File: src/rtl/ubg_pkg.sv
package ubg_pkg;

  typedef enum logic [1:0] {
    MODE_ASYNC    = 2'd0,
    MODE_ASYNC_X2 = 2'd1,
    MODE_SYNC_MST = 2'd2,
    MODE_SYNC_SLV = 2'd3
  } ubg_mode_e;

  function automatic ubg_mode_e ubg_decode(input logic sync_sel,
                                           input logic dbl_sel,
                                           input logic dir_sel);
    ubg_mode_e m;
    if (!sync_sel) m = dbl_sel ? MODE_ASYNC_X2 : MODE_ASYNC;
    else           m = dir_sel ? MODE_SYNC_MST : MODE_SYNC_SLV;
    return m;
  endfunction

endpackage

File: src/rtl/ubg_prescaler.sv
module ubg_prescaler #(
  parameter int DIV_W = 12
) (
  input  logic             clk_i,
  input  logic             rst_ni,
  input  logic             load_i,
  input  logic [DIV_W-1:0] divisor_i,
  output logic             tick_o
);

  logic [DIV_W-1:0] cnt_q, cnt_d;
  logic             at_zero;

  assign at_zero = (cnt_q == '0);

  always_comb begin
    if (load_i || at_zero) cnt_d = divisor_i;
    else                   cnt_d = cnt_q - 1'b1;
  end

  always_ff @(posedge clk_i or negedge rst_ni) begin
    if (!rst_ni) cnt_q <= '0;
    else         cnt_q <= cnt_d;
  end

  assign tick_o = at_zero;

endmodule

File: src/rtl/ubg_divstage.sv
module ubg_divstage #(
  parameter int STG_W = 4
) (
  input  logic             clk_i,
  input  logic             rst_ni,
  input  logic             clr_i,
  input  logic             step_i,
  output logic [STG_W-1:0] cnt_o,
  output logic [STG_W-1:0] tap_o
);

  logic [STG_W-1:0] cnt_q, cnt_d;

  always_comb begin
    if (clr_i)       cnt_d = '0;
    else if (step_i) cnt_d = cnt_q + 1'b1;
    else             cnt_d = cnt_q;
  end

  always_ff @(posedge clk_i or negedge rst_ni) begin
    if (!rst_ni) cnt_q <= '0;
    else         cnt_q <= cnt_d;
  end

  // tap i fires once every 2^(i+1) steps
  for (genvar i = 0; i < STG_W; i++) begin : g_tap
    assign tap_o[i] = step_i & (&cnt_q[i:0]);
  end

  assign cnt_o = cnt_q;

endmodule

File: src/rtl/ubg_xck_sync.sv
module ubg_xck_sync #(
  parameter int SYNC_N = 2
) (
  input  logic clk_i,
  input  logic rst_ni,
  input  logic xck_i,
  output logic rise_o,
  output logic fall_o
);

  logic [SYNC_N-1:0] chain_q, chain_d;
  logic              hist_q, hist_d;
  logic              lvl;

  assign lvl = chain_q[SYNC_N-1];

  always_comb begin
    chain_d = {chain_q[SYNC_N-2:0], xck_i};
    hist_d  = lvl;
  end

  always_ff @(posedge clk_i or negedge rst_ni) begin
    if (!rst_ni) begin
      chain_q <= '0;
      hist_q  <= 1'b0;
    end else begin
      chain_q <= chain_d;
      hist_q  <= hist_d;
    end
  end

  assign rise_o = lvl & ~hist_q;
  assign fall_o = ~lvl & hist_q;

endmodule

File: src/rtl/usart_baud_gen.sv
module usart_baud_gen #(
  parameter int DIV_W  = 12,
  parameter int SYNC_N = 2,
  parameter int STG_W  = 4
) (
  input  logic             clk_i,
  input  logic             rst_ni,
  input  logic [DIV_W-1:0] divisor_i,
  input  logic             div_wr_i,
  input  logic             sync_mode_i,
  input  logic             dbl_speed_i,
  input  logic             clk_dir_i,
  input  logic             clk_pol_i,
  input  logic             xck_i,
  output logic             xck_o,
  output logic             xck_oe_o,
  output logic             tx_en_o,
  output logic             rx_en_o,
  output logic             edge_o
);
  import ubg_pkg::*;

  localparam int TAP_X2  = 2;        // /8 of prescaler
  localparam int TAP_STD = STG_W - 1; // /16 of prescaler

  // reset: asynchronous assert, synchronous release
  logic [1:0] rst_pipe_q;
  logic       run;

  always_ff @(posedge clk_i or negedge rst_ni) begin
    if (!rst_ni) rst_pipe_q <= 2'b00;
    else         rst_pipe_q <= {rst_pipe_q[0], 1'b1};
  end
  assign run = rst_pipe_q[1];

  ubg_mode_e mode;
  assign mode = ubg_decode(sync_mode_i, dbl_speed_i, clk_dir_i);

  logic             pre_tick, pre_en;
  logic [STG_W-1:0] div_cnt, div_tap;
  logic             xs_rise, xs_fall;

  ubg_prescaler #(.DIV_W(DIV_W)) u_pre (
    .clk_i     (clk_i),
    .rst_ni    (run),
    .load_i    (div_wr_i),
    .divisor_i (divisor_i),
    .tick_o    (pre_tick)
  );

  assign pre_en = run & pre_tick;

  ubg_divstage #(.STG_W(STG_W)) u_div (
    .clk_i  (clk_i),
    .rst_ni (run),
    .clr_i  (div_wr_i),
    .step_i (pre_en),
    .cnt_o  (div_cnt),
    .tap_o  (div_tap)
  );

  ubg_xck_sync #(.SYNC_N(SYNC_N)) u_xs (
    .clk_i  (clk_i),
    .rst_ni (run),
    .xck_i  (xck_i),
    .rise_o (xs_rise),
    .fall_o (xs_fall)
  );

  logic mst_up, mst_dn;
  assign mst_up = pre_en & ~div_cnt[0];
  assign mst_dn = pre_en &  div_cnt[0];

  always_comb begin
    tx_en_o  = 1'b0;
    rx_en_o  = 1'b0;
    edge_o   = 1'b0;
    xck_o    = 1'b0;
    xck_oe_o = 1'b0;
    unique case (mode)
      MODE_ASYNC: begin
        tx_en_o = div_tap[TAP_STD];
        rx_en_o = pre_en;
      end
      MODE_ASYNC_X2: begin
        tx_en_o = div_tap[TAP_X2];
        rx_en_o = pre_en;
      end
      MODE_SYNC_MST: begin
        tx_en_o  = clk_pol_i ? mst_dn : mst_up;
        rx_en_o  = clk_pol_i ? mst_up : mst_dn;
        edge_o   = rx_en_o;
        xck_o    = run & div_cnt[0];
        xck_oe_o = run;
      end
      MODE_SYNC_SLV: begin
        tx_en_o = run & (clk_pol_i ? xs_fall : xs_rise);
        rx_en_o = run & (clk_pol_i ? xs_rise : xs_fall);
        edge_o  = rx_en_o;
      end
      default: ;
    endcase
  end

endmodule

File: config.mk
export PLATFORM = sky130hd
export DESIGN_NAME = usart_baud_gen
export DESIGN_NICKNAME = d
export VERILOG_FILES = /design/src/rtl/ubg_pkg.sv /design/src/rtl/ubg_prescaler.sv /design/src/rtl/ubg_divstage.sv /design/src/rtl/ubg_xck_sync.sv /design/src/rtl/usart_baud_gen.sv
export SDC_FILE = /design/constraint.sdc
export NUM_CORES = 1
export LEC_CHECK = 0
export BUFFER_PORTS_ARGS = -buffer_cell sky130_fd_sc_hd__clkbuf_2
export CORE_MARGIN = 10
export CORE_UTILIZATION = 57
export DETAILED_ROUTE_END_ITERATION = 10
export GPL_TIMING_DRIVEN = 1
export PLACE_DENSITY = 0.83
export REMOVE_ABC_BUFFERS = 1
export SETUP_SLACK_MARGIN = 0.3
export SLEW_MARGIN = 20
export SYNTH_ARGS = -nofsm -noshare
export SYNTH_HDL_FRONTEND = slang
export SYNTH_SLANG_ARGS = --single-unit
File: constraint.sdc
create_clock -name clk_i -period 4.33 [get_ports clk_i]
set_input_delay 0.6495 -clock clk_i [delete_from_list [all_inputs] [get_ports clk_i]]
set_output_delay 0.6495 -clock clk_i [all_outputs]
set_load 0.02 [all_outputs]
# ---- Yosys cells after proc, flatten, opt, wreduce, memory -nomap -nowiden
# Cells that the tools add are included.
dict set report totals {
  reg_bits 21
  output_inout_bits 5
  word_cells 45
}
dict set report classes {
  n_addsub 2
  eq_ne 3
  mux 15
  bitwise_logic 13
  reduce_logical 7
}
# op count
set ops {}
lappend ops {{$logic_not 12->1} 1}
lappend ops {{$mux 12} 1}
lappend ops {{$sub 12x1->12 const B} 1}
lappend ops {{$and 1x1->1} 10}
lappend ops {{$mux 1} 8}
lappend ops {{$mux 4} 2}
lappend ops {{$add 4x1->4 const B} 1}
lappend ops {{$eq 2x2->1 const B} 2}
lappend ops {{$pmux 1 s4} 1}
lappend ops {{$reduce_and 4->1} 1}
lappend ops {{$not 1->1} 3}
lappend ops {{$pmux 1 s3} 1}
lappend ops {{$reduce_and 3->1} 1}
lappend ops {{$eq 2x1->1 const B} 1}
lappend ops {{$logic_not 2->1} 1}
lappend ops {{$mux 2} 1}
lappend ops {{$pmux 1 s2} 1}
lappend ops {{$reduce_bool 2->1} 1}
lappend ops {{$reduce_or 2->1} 1}
lappend ops {{$logic_or 1x1->1} 1}

# ---- Logic depth before layout (Yosys ltp)
# Gate-level depths: netlist of run 1.
dict set report logic_depth {
  ltp_word 5
  mapped_depth 7
}

# ---- Hierarchy
# A second synthesis of run 1 with hierarchy kept.
dict set report hier_totals {
  hier_cells 118
  area_unflattened_um2 1194.9
}
# mod instances cells_each area_per_inst_um2
set by_module_without_submodules {}
lappend by_module_without_submodules {ubg_prescaler 1 70 673.1}
lappend by_module_without_submodules {ubg_divstage 1 21 251.5}
lappend by_module_without_submodules {usart_baud_gen 1 22 180.2}
lappend by_module_without_submodules {ubg_xck_sync 1 5 90.1}

# ---- Least setup slack after synthesis of run 1
# Ideal clock, no wire load.
dict set report synth_path {
  path_kind {reg-to-output}
  from {register rst_pipe_q[1]}
  to {output edge_o}
  arrival_ps 1736
  required_ps 3681
  setup_slack_ps 1945
  path_stages_with_launch 4
  path_cell_list {dfrtp_1 -> nor2b_1 -> nand4_4 -> o21ai_0}
}
dict set report synth_via {
  elab_chain_len 4
  word_cells_on_any_way 6
  cone_classes {2 x mux; 4 x bitwise}
}
# item line
set synth_rtl {}
lappend synth_rtl {{start, declared} usart_baud_gen.sv:27} ;# logic [1:0] rst_pipe_q;
lappend synth_rtl {{start signal, assigned} usart_baud_gen.sv:32} ;# else rst_pipe_q <= {rst_pipe_q[0], 1'b1};
lappend synth_rtl {{$and 1x1->1} usart_baud_gen.sv:51} ;# assign pre_en = run & pre_tick;
lappend synth_rtl {{$and 1x1->1 (on tied branches)} --}
lappend synth_rtl {{$mux 1} usart_baud_gen.sv:91} ;# rx_en_o = clk_pol_i ? mst_up : mst_dn;
lappend synth_rtl {{$pmux 1 s2 (*)} usart_baud_gen.sv:80} ;# unique case (mode)
lappend synth_rtl {{end, declared} usart_baud_gen.sv:19} ;# output logic edge_o
# Every way passes the cells marked *; elsewhere a longest branch is shown, timed or not.

# ---- Final worst setup path of run 1
dict set report layout_path {
  from {register rst_pipe_q[1]}
  to {output rx_en_o}
}
dict set report layout_via {
  elab_chain_len 4
  word_cells_on_any_way 6
  cone_classes {2 x mux; 4 x bitwise}
}
# item line
set layout_rtl {}
lappend layout_rtl {{$and 1x1->1} usart_baud_gen.sv:51}
lappend layout_rtl {{$and 1x1->1 (on tied branches)} --}
lappend layout_rtl {{$mux 1} usart_baud_gen.sv:91}
lappend layout_rtl {{$pmux 1 s3 (*)} usart_baud_gen.sv:80}
lappend layout_rtl {{end, declared} usart_baud_gen.sv:18} ;# output logic rx_en_o,
# Marks and branches as above.

==> results.md, run 1 <==
- The signal on the critical path passes through nor2b_1, nand4_4, o21ai_0, clkbuf_2.
- Counting distinct cell types in the post-synthesis netlist gives 35.
- The run finished with clean final reports.
- At the end of the flow the core is filled with cells to 0.6862.
- The HPWL after detailed placement is 1936 um.
- After the first detailed-routing iteration, the DRC count stood at 53.
- The power per standard cell area is 291.9 nW/um^2.
- Counting both buffers and inverters, the worst setup path holds a total of 1.
- At the worst endpoint, the arrival time is 2.12 ns.
- Across the whole layout, storage elements account for 525.5 um^2.
- Synthesis produced 120 cells.
- The maximum clock insertion buffer count is 2.
- Setup slack closes at 1.556 ns.
- The post-synthesis area per instance is 9.759 um^2.
- Once placement finished, the instance area stood at 1320 um^2.
- In the finished design, the share of the clock period the worst path needs comes to 0.6407.
- On the final layout, the worst clock skew is 0.003803 ns.
- The worst reg-to-reg path cell count is 7.
- The number of gates resized after CTS was 0.
- The peak clock frequency supported by timing is 0.3605 GHz.
- The overall track demand over capacity in global routing is 0.1170.
- For the pin with the worst max-slew slack, the measured transition is 0.8273 ns.
- The number of hold violations in the final report came to 0.
- CTS built an H-tree with a depth of 1.
- The core region is 1962 um^2.
- Post-CTS timing repair inserted 0 buffers for setup.
- The number of detailed-routing iterations run before antenna repair is 5.
- After detailed routing, the average wire length per cell comes to 14.20 um.
- The portion of synthesized area spent on multiplexers is 0.03526.
- The hold buffer count at cts is 0.
- The number of fillers in the final layout is 182.
- The simple-gate portion of the synthesized area is 0.2361.
- The kind of critical path is register to output port.
- The peak supply drop is 0.1828 mV.
- Setup violations remaining at the end of the flow were counted as 0.
- Counting I/O delays and the setup requirement, the final critical path takes 2.774 ns.
- The floorplan step set the die height to 65.33 um.
- The required arrival time at the worst endpoint is 3.68 ns.
- Across all layers, the routed design uses 936 vias.
- The fraction of synthesized cell area in xor and xnor cells is 0.08226.
- The slowest cell on the critical path is sky130_fd_sc_hd__dfrtp_1.
- The initial antenna violation count is 0.
- Setup repair after global routing left no endpoint under its margin.
- The routed via count divided by cell count is 5.410.
- The congestion estimate from routability-driven global placement came to 0.7716.
- Along the worst path, the maximum fanout reaches 22.
- The endpoint kind of the worst setup timing path is an output port.
- After routing the design area is 1346 um^2.
- Tracing the worst setup path back leads to its startpoint at rst_pipe_q[1].
- The post-synthesis instance area is 1171 um^2.
- The worst flop-to-flop path startpoint is u_pre.cnt_q[0].
- The global route total overflow is 0.
- The TritonCTS sink count is 21.
- Of the total synthesized cell area, the portion taken by full adders, half adders and majority gates is 0.04274.
- The initial utilization of the core area, before any placement, comes to 0.5969.
- After synthesis, the largest family of logic cells by area is simple AND/OR/NAND/NOR gates.
- The horizontal extent of the die is 65.33 um.
- In the final layout, the share of cells above drive strength 1 is 0.2192.
- The synthesized design contains 21 register bits.
- The total die area is 4267 um^2.
- The multi-input combinational cells in the finished layout cover a total of 606.8 um^2.
- The net count of the finished layout is 171.
- 0 antenna diodes ended up in the layout.
- The global-route wire length before repair is 4126 um.
- The total negative setup slack is 0 ns.
- In this run, CTS created clock tree buffers numbering 3.
- The compound-cell area share of the yosys netlist is 0.1186.
- The number of instances in the placed design is 169.
- The later pin in the worst-skew pair is clocked with a latency of 0.29 ns.
- The static power due to leakage is 0.6454 nW.
- In the layout the commonest cells are 24 x sky130_fd_sc_hd__clkbuf_2, 21 x sky130_fd_sc_hd__dfrtp_1, 19 x sky130_fd_sc_hd__nor2_1.
- The largest single stage delay on the critical path is 0.90 ns.
- After detailed routing, the number of remaining DRC violations is 0.
- The number of max-slew violations in the final report is 0.
- The pre-CTS setup slack is 1.848 ns.
- The total number of cells along the worst setup path is 4.
- The worst pin sits at a relative slew slack of 0.4485.
- The quantity of I/O buffers inserted on ports is 24.
- The sequential fraction of the synthesis area is 0.4487.
- The count of synthesis-stage warnings from yosys is 0.
- The count of nets left with antenna violations once routing finished came out at 0.
- The via count of the first global-routing pass is 926.
- Clock-pin slew was measured on the worst setup and hold paths at 0.11 ns.
- Broken down by cell family, the worst path's largest delay share belongs to flip-flops.
- STA classifies the critical path startpoint as a register.
- The tightest min-delay check is of the input pin to async pin type.
- The growth of design area from synthesis to finish is 14.96%.
- The root buffer cell is sky130_fd_sc_hd__clkbuf_4.
- Across the run, the number of max-cap violations was 0.
- The routed wire length is 2457 um.
- The pin count of the biggest net entering global routing is 23.
- TritonCTS built the clock tree.
- Pin placement for this block handled 25 I/O pins.
- The library cell used most frequently in the layout, excluding fill and tap cells, is sky130_fd_sc_hd__clkbuf_2.
- The floorplan has 16 rows.
- The post-layout instance count excluding filler cells is 173.
[synth_stat cells]
| cell type | count | share of area |
|---|---|---|
| sky130_fd_sc_hd__nor3_4 | 2 | 0.028 |
| sky130_fd_sc_hd__nand2b_1 | 1 | 0.0053 |
| sky130_fd_sc_hd__nand3b_1 | 3 | 0.019 |
| sky130_fd_sc_hd__nand2_1 | 5 | 0.016 |
| sky130_fd_sc_hd__nand4_1 | 2 | 0.011 |
| sky130_fd_sc_hd__a21boi_0 | 1 | 0.0064 |
| sky130_fd_sc_hd__nand4b_1 | 2 | 0.015 |
| sky130_fd_sc_hd__nand4_4 | 1 | 0.018 |
| sky130_fd_sc_hd__o21bai_1 | 1 | 0.0064 |
| sky130_fd_sc_hd__and2_1 | 1 | 0.0053 |
| sky130_fd_sc_hd__xnor2_1 | 3 | 0.022 |
| sky130_fd_sc_hd__buf_2 | 1 | 0.0043 |
| sky130_fd_sc_hd__o22ai_1 | 1 | 0.0053 |
| sky130_fd_sc_hd__and3_1 | 1 | 0.0053 |
| sky130_fd_sc_hd__ha_1 | 4 | 0.043 |
| sky130_fd_sc_hd__a41oi_1 | 1 | 0.0075 |
| sky130_fd_sc_hd__o21ai_0 | 4 | 0.017 |
| sky130_fd_sc_hd__nor2b_1 | 1 | 0.0053 |
| sky130_fd_sc_hd__a31oi_1 | 1 | 0.0053 |
| sky130_fd_sc_hd__nor2_1 | 19 | 0.061 |
| sky130_fd_sc_hd__o32ai_1 | 1 | 0.0075 |
| sky130_fd_sc_hd__nor3_1 | 1 | 0.0043 |
| sky130_fd_sc_hd__dfrtp_1 | 21 | 0.45 |
| sky130_fd_sc_hd__or3_1 | 1 | 0.0053 |
| sky130_fd_sc_hd__conb_1 | 1 | 0.0032 |
| sky130_fd_sc_hd__inv_1 | 7 | 0.022 |
| sky130_fd_sc_hd__mux2_1 | 1 | 0.0096 |
| sky130_fd_sc_hd__nor4b_4 | 1 | 0.020 |
| sky130_fd_sc_hd__clkbuf_1 | 1 | 0.0032 |
| sky130_fd_sc_hd__mux2i_1 | 3 | 0.026 |
| sky130_fd_sc_hd__buf_1 | 1 | 0.0032 |
| sky130_fd_sc_hd__xor2_1 | 8 | 0.060 |
| sky130_fd_sc_hd__a21oi_1 | 13 | 0.056 |
| sky130_fd_sc_hd__a2bb2oi_1 | 1 | 0.0075 |
| sky130_fd_sc_hd__nand3_1 | 4 | 0.017 |
[sequential cells by signal, summed over array words and instances, names as in the netlist]
name / cells
u_pre.cnt_q: 12
u_div.cnt_o: 4
rst_pipe_q: 2
u_xs.chain_q: 2
u_xs.hist_q: 1
[power by group]
group | switching, mW | total [mW] | internal (mW) | leakage [nW]
registers | 0.0227 | 0.234 | 0.212 | 0.249
logic | 0.0368 | 0.0690 | 0.0322 | 0.381
clock network | 0.0539 | 0.0897 | 0.0358 | 0.0150
total | 0.113 | 0.393 | 0.280 | 0.645
[per-stage QoR]
step	power, mW	hold slack, ns
2_1_floorplan	0.2804	0.2601
3_3_place_gp	0.3018	0.3327
3_5_place_dp	0.3067	0.3355
4_1_cts	0.3954	0.1129
5_1_grt	0.4174	0.09886
6_report	0.3930	0.1156
[worst reg2reg max path: cells and delay by family (launching register included)]
kind                       cells  cell delay [ns]
adders and majority gates      1             0.24
buffers and inverters          2             0.38
AOI/OAI and AO/OA              2             0.78
and+or+nand+nor                2             0.21
DFF                            1             0.37
[metal layers]
| metal | GRT usage | part of all wire | up-vias |
|---|---|---|---|
| li1 | - | - | 467 |
| met1 | 0.1311 | 0.41 | 443 |
| met2 | 0.2061 | 0.52 | 24 |
| met3 | 0.03729 | 0.063 | 2 |
| met4 | 0.03476 | 0.0065 | 0 |
| met5 | 0 | 0 | - |
[cell families (layout without fill, tap and decap cells)]
family,count (synthesis),after routing
simple gates,45,45
compound gates,24,24
flops,21,21
xor+xnor,11,11
buf+inv,10,36
fa+ha+maj,4,4
mux,4,4
other cells,1,1
[cell type report]
class,instances,area share
sequential,21,0.3903
tap,27,0.02509
timing repair buffer,25,0.09480
multi-input combinational,89,0.4507
clock buffer,4,0.01952
inverter,7,0.01952
[path summary, 6_finish.rpt]
path	endpoint	slack [ns]
worst max-delay path	rx_en_o	1.56
worst min-delay path	rst_pipe_q[0]	0.12
worst max register to register	u_pre.cnt_q[6]	2.29
worst min register to register	u_xs.hist_q	0.35
max in group asynchronous	u_pre.cnt_q[3]	3.47
min in group clk_i	rst_pipe_q[1]	0.36
Power figures use the tool's default switching activity.
==> run 2: changes to the inputs <==
--- a/config.mk
+++ b/config.mk
@@ -7,10 +7,10 @@
 export LEC_CHECK = 0
 export BUFFER_PORTS_ARGS = -buffer_cell sky130_fd_sc_hd__clkbuf_2
 export CORE_MARGIN = 10
-export CORE_UTILIZATION = 57
+export CORE_UTILIZATION = 48
 export DETAILED_ROUTE_END_ITERATION = 10
 export GPL_TIMING_DRIVEN = 1
-export PLACE_DENSITY = 0.83
+export PLACE_DENSITY = 0.74
 export REMOVE_ABC_BUFFERS = 1
 export SETUP_SLACK_MARGIN = 0.3
 export SLEW_MARGIN = 20
==> constraint.sdc (replaced) <==
create_clock -name clk_i -period 2.3 [get_ports clk_i]
set_input_delay 0.345 -clock clk_i [delete_from_list [all_inputs] [get_ports clk_i]]
set_output_delay 0.345 -clock clk_i [all_outputs]
set_load 0.02 [all_outputs]
==> run 2 against run 1 <==
Via count increased by 7.6%. Cell area rose by 14%. Core utilization decreased by 1.4 points. Sequential cell count unchanged. Setup slack lost 1.4 ns. Critical path depth rose by 2. Register-to-register slack got worse by 1.8 ns. Routed wire length increased by 21%. Worst hold slack better by 0.025 ns. Clock power is 100% higher. Count of clock-buffer cells in the layout stayed put. Sequential power increased by 87%.
==> results.md, run 2 (synthesis results as in run 1) <==
- TritonCTS built the clock tree.
- The worst hold-check slack is 0.1408 ns.
- Entering global routing, the biggest net connects 13 pins.
- The fraction of met2 tracks used by global routing is 0.1885.
- The maximum clock insertion buffer count is 2.
- Following the worst setup path forward leads to its endpoint at edge_o.
- The cell sitting at the root of the clock tree is a sky130_fd_sc_hd__clkbuf_4.
- The starting density of the core is 0.5146.
- The area growth from synthesis to layout is 30.66%.
- Setup slack on the critical path of the routed design comes to 0.1979 ns.
- The overall track demand over capacity in global routing is 0.1149.
- The via count of the routed design is 1007.
- The die is 69.40 um wide.
- Counting both buffers and inverters, the worst setup path holds a total of 2.
- STA classifies the critical path endpoint as an output port.
- The via count of the first global-routing pass came to 1034.
- The quantity of I/O buffers inserted on ports is 24.
- The initial antenna violation count came to 0.
- The kind of critical path is register to output port.
- The number of detailed-routing iterations run before antenna repair is 4.
- The first-iteration detailed-routing DRC count is 47.
- The peak supply drop is 0.3344 mV.
- The post-route antenna net violation count is 0.
- The tree built by TritonCTS fans out to 21 sinks.
- The site row count is 17.
- The peak per-stage delay on the critical path is 0.42 ns.
- The final routed DRC violation total is 0.
- The kind of start point of the critical path is a register.
- The share of layout cells above drive strength 1 is 0.3415.
- 0 antenna diodes ended up in the layout.
- Max-cap violations in this run came to 0.
- The worst hold path belongs to the class input pin to register.
- The total number of nets in the final design is 189.
- Once detailed placement completed, the half-perimeter wirelength came to 1937 um.
- The number of hold violations in the final report is 0.
- The ratio of final minimum period to clock period is 0.9140.
- The total number of cells along the worst setup path is 6.
- For flop-to-flop paths, the worst setup slack is 0.45 ns.
- Tracing the worst setup path back leads to its startpoint at u_pre.cnt_q[1].
- The endpoint identified for the worst register-to-register timing path is u_div.cnt_o[3].
- For this run, global-route usage on met3 was measured as 0.03281.
- The global-route wire length before repair is 4761 um.
- The final period demand of the worst path is 2.102 ns.
- The die covers 4816 um^2.
- In this run the number of H-tree levels came out at 1.
- Routability-driven placement finished with a final weighted congestion of 0.8470.
- On the critical path the largest part of the delay comes from simple AND/OR/NAND/NOR gates.
- The total negative setup slack is 0 ns.
- After clock tree synthesis, the clock-pin slew on the worst setup and hold paths is 0.12 ns.
- Of all nets on the critical path, the largest fanout is 5.
- The register with the most flip-flops in the layout has 12 of them.
- The number of clock buffers added by TritonCTS is 3.
- Setup repair after global routing could not meet its margin everywhere.
- After detailed routing, the total wire length is 2962 um.
- The signal on the critical path passes through inv_2, ha_4, nor4b_4, nand4_4, o21ai_2, buf_6.
- Global routing finished with a remaining overflow of 0.
- The total of endpoints with negative setup slack in the final report is 0.
- The static power due to leakage is 0.7335 nW.
- The die is 69.40 um tall.
- The worst flop-to-flop path startpoint is u_pre.cnt_q[1].
- The worst reg-to-reg path cell count is 7.
- The met1 routing resource usage after global routing is 0.1393.
- Prior to clock tree synthesis, the placed netlist has a worst setup slack of 0.3666 ns.
- The number of top-level pins is 25.
- The routed via count divided by cell count is 5.245.
- The slowest stage of the critical path belongs to the cell sky130_fd_sc_hd__dfrtp_1.
- The clock latency on the worst-skew pair is 0.30 ns.
- The library cells used most frequently in the layout, excluding fill and tap cells, are 21 x sky130_fd_sc_hd__clkbuf_2, 21 x sky130_fd_sc_hd__dfrtp_1, 19 x sky130_fd_sc_hd__nor2_1, 19 x sky130_fd_sc_hd__buf_4, 13 x sky130_fd_sc_hd__a21oi_1.
- Data on the critical path is required at its endpoint by 1.96 ns.
- The mean routed wirelength per cell is 15.43 um.
- The power per standard cell area is 526.3 nW/um^2.
- Clock skew on the completed layout was measured at 0.002310 ns.
- The largest register by flop count is u_pre.cnt_q.
- The number of max-slew violations in the final report is 0.
- The peak clock frequency supported by timing is 0.4757 GHz.
- The most used routing layer in global routing is met2.
- Data arrives at the worst endpoint at 1.76 ns.
- The core area is 2276 um^2.
- The run finished with clean final reports.
run 2: cell types whose count changed in the layout (fill, tap and decap cells not counted), sizes merged:
cell | previous run | this run
buf | 1 | 21
clkbuf | 28 | 25
dlygate4sd3 | 0 | 1
run 2: metal layers:
metal  routed length [um]  vias to the layer above  share of wire
met4                   29                        0         0.0098
met3                  132                        8          0.045
met5                    0                        -              0
met1                 1245                      469           0.42
li1                     -                      502              -
met2                 1554                       28           0.52
run 2: how the worst min path moves through the flow:
| stage | start | to | slack (ns) | depth (start not counted) |
|---|---|---|---|---|
| 2_1_floorplan | rst_ni | rst_pipe_q[0] | 0.05 | 0 |
| 3_3_place_gp | rst_ni | rst_pipe_q[0] | 0.13 | 1 |
| 3_5_place_dp | rst_ni | rst_pipe_q[0] | 0.13 | 1 |
| 4_1_cts | xck_i | u_xs.chain_q[0] | 0.14 | 1 |
| 5_1_grt | xck_i | u_xs.chain_q[0] | 0.13 | 1 |
| 6_report | xck_i | u_xs.chain_q[0] | 0.14 | 1 |
run 2: area by class of cell:
cell class,instances,area (um^2)
well taps,28,35.03
clock buffers,4,26.28
inverters,7,26.28
multi-input cells,89,636.9
fillers,196,745.7
flip-flops and latches,21,525.5
repair buffers,43,280.3
run 2: repair_timing:
action / 4_1_cts / 5_1_grt
resized for setup: 11 / 7
buffers inserted: 8 / 5
endpoints found under the setup margin: 3 / 3
pin swaps: 4 / 4
endpoints found under the hold margin: 2 / 0
hold buffers: 1 / 0
run 2: where the power goes:
part	internal (mW)	switching [mW]	leakage, nW
registers	0.399	0.0387	0.249
clock network	0.0675	0.111	0.0150
logic	0.0982	0.0912	0.469
run 2: metrics by stage:
stage | utilization | total power [mW] | area (um^2) | std cells
2_1_floorplan | - | 0.5280 | 1159 | 117
3_3_place_gp | 0.5937 | 0.5762 | 1351 | 174
3_5_place_dp | 0.5937 | 0.5833 | 1351 | 174
4_1_cts | 0.6493 | 0.7842 | 1478 | 187
5_1_grt | 0.6723 | 0.8532 | 1530 | 192
6_report | 0.6723 | 0.8053 | 1530 | 192
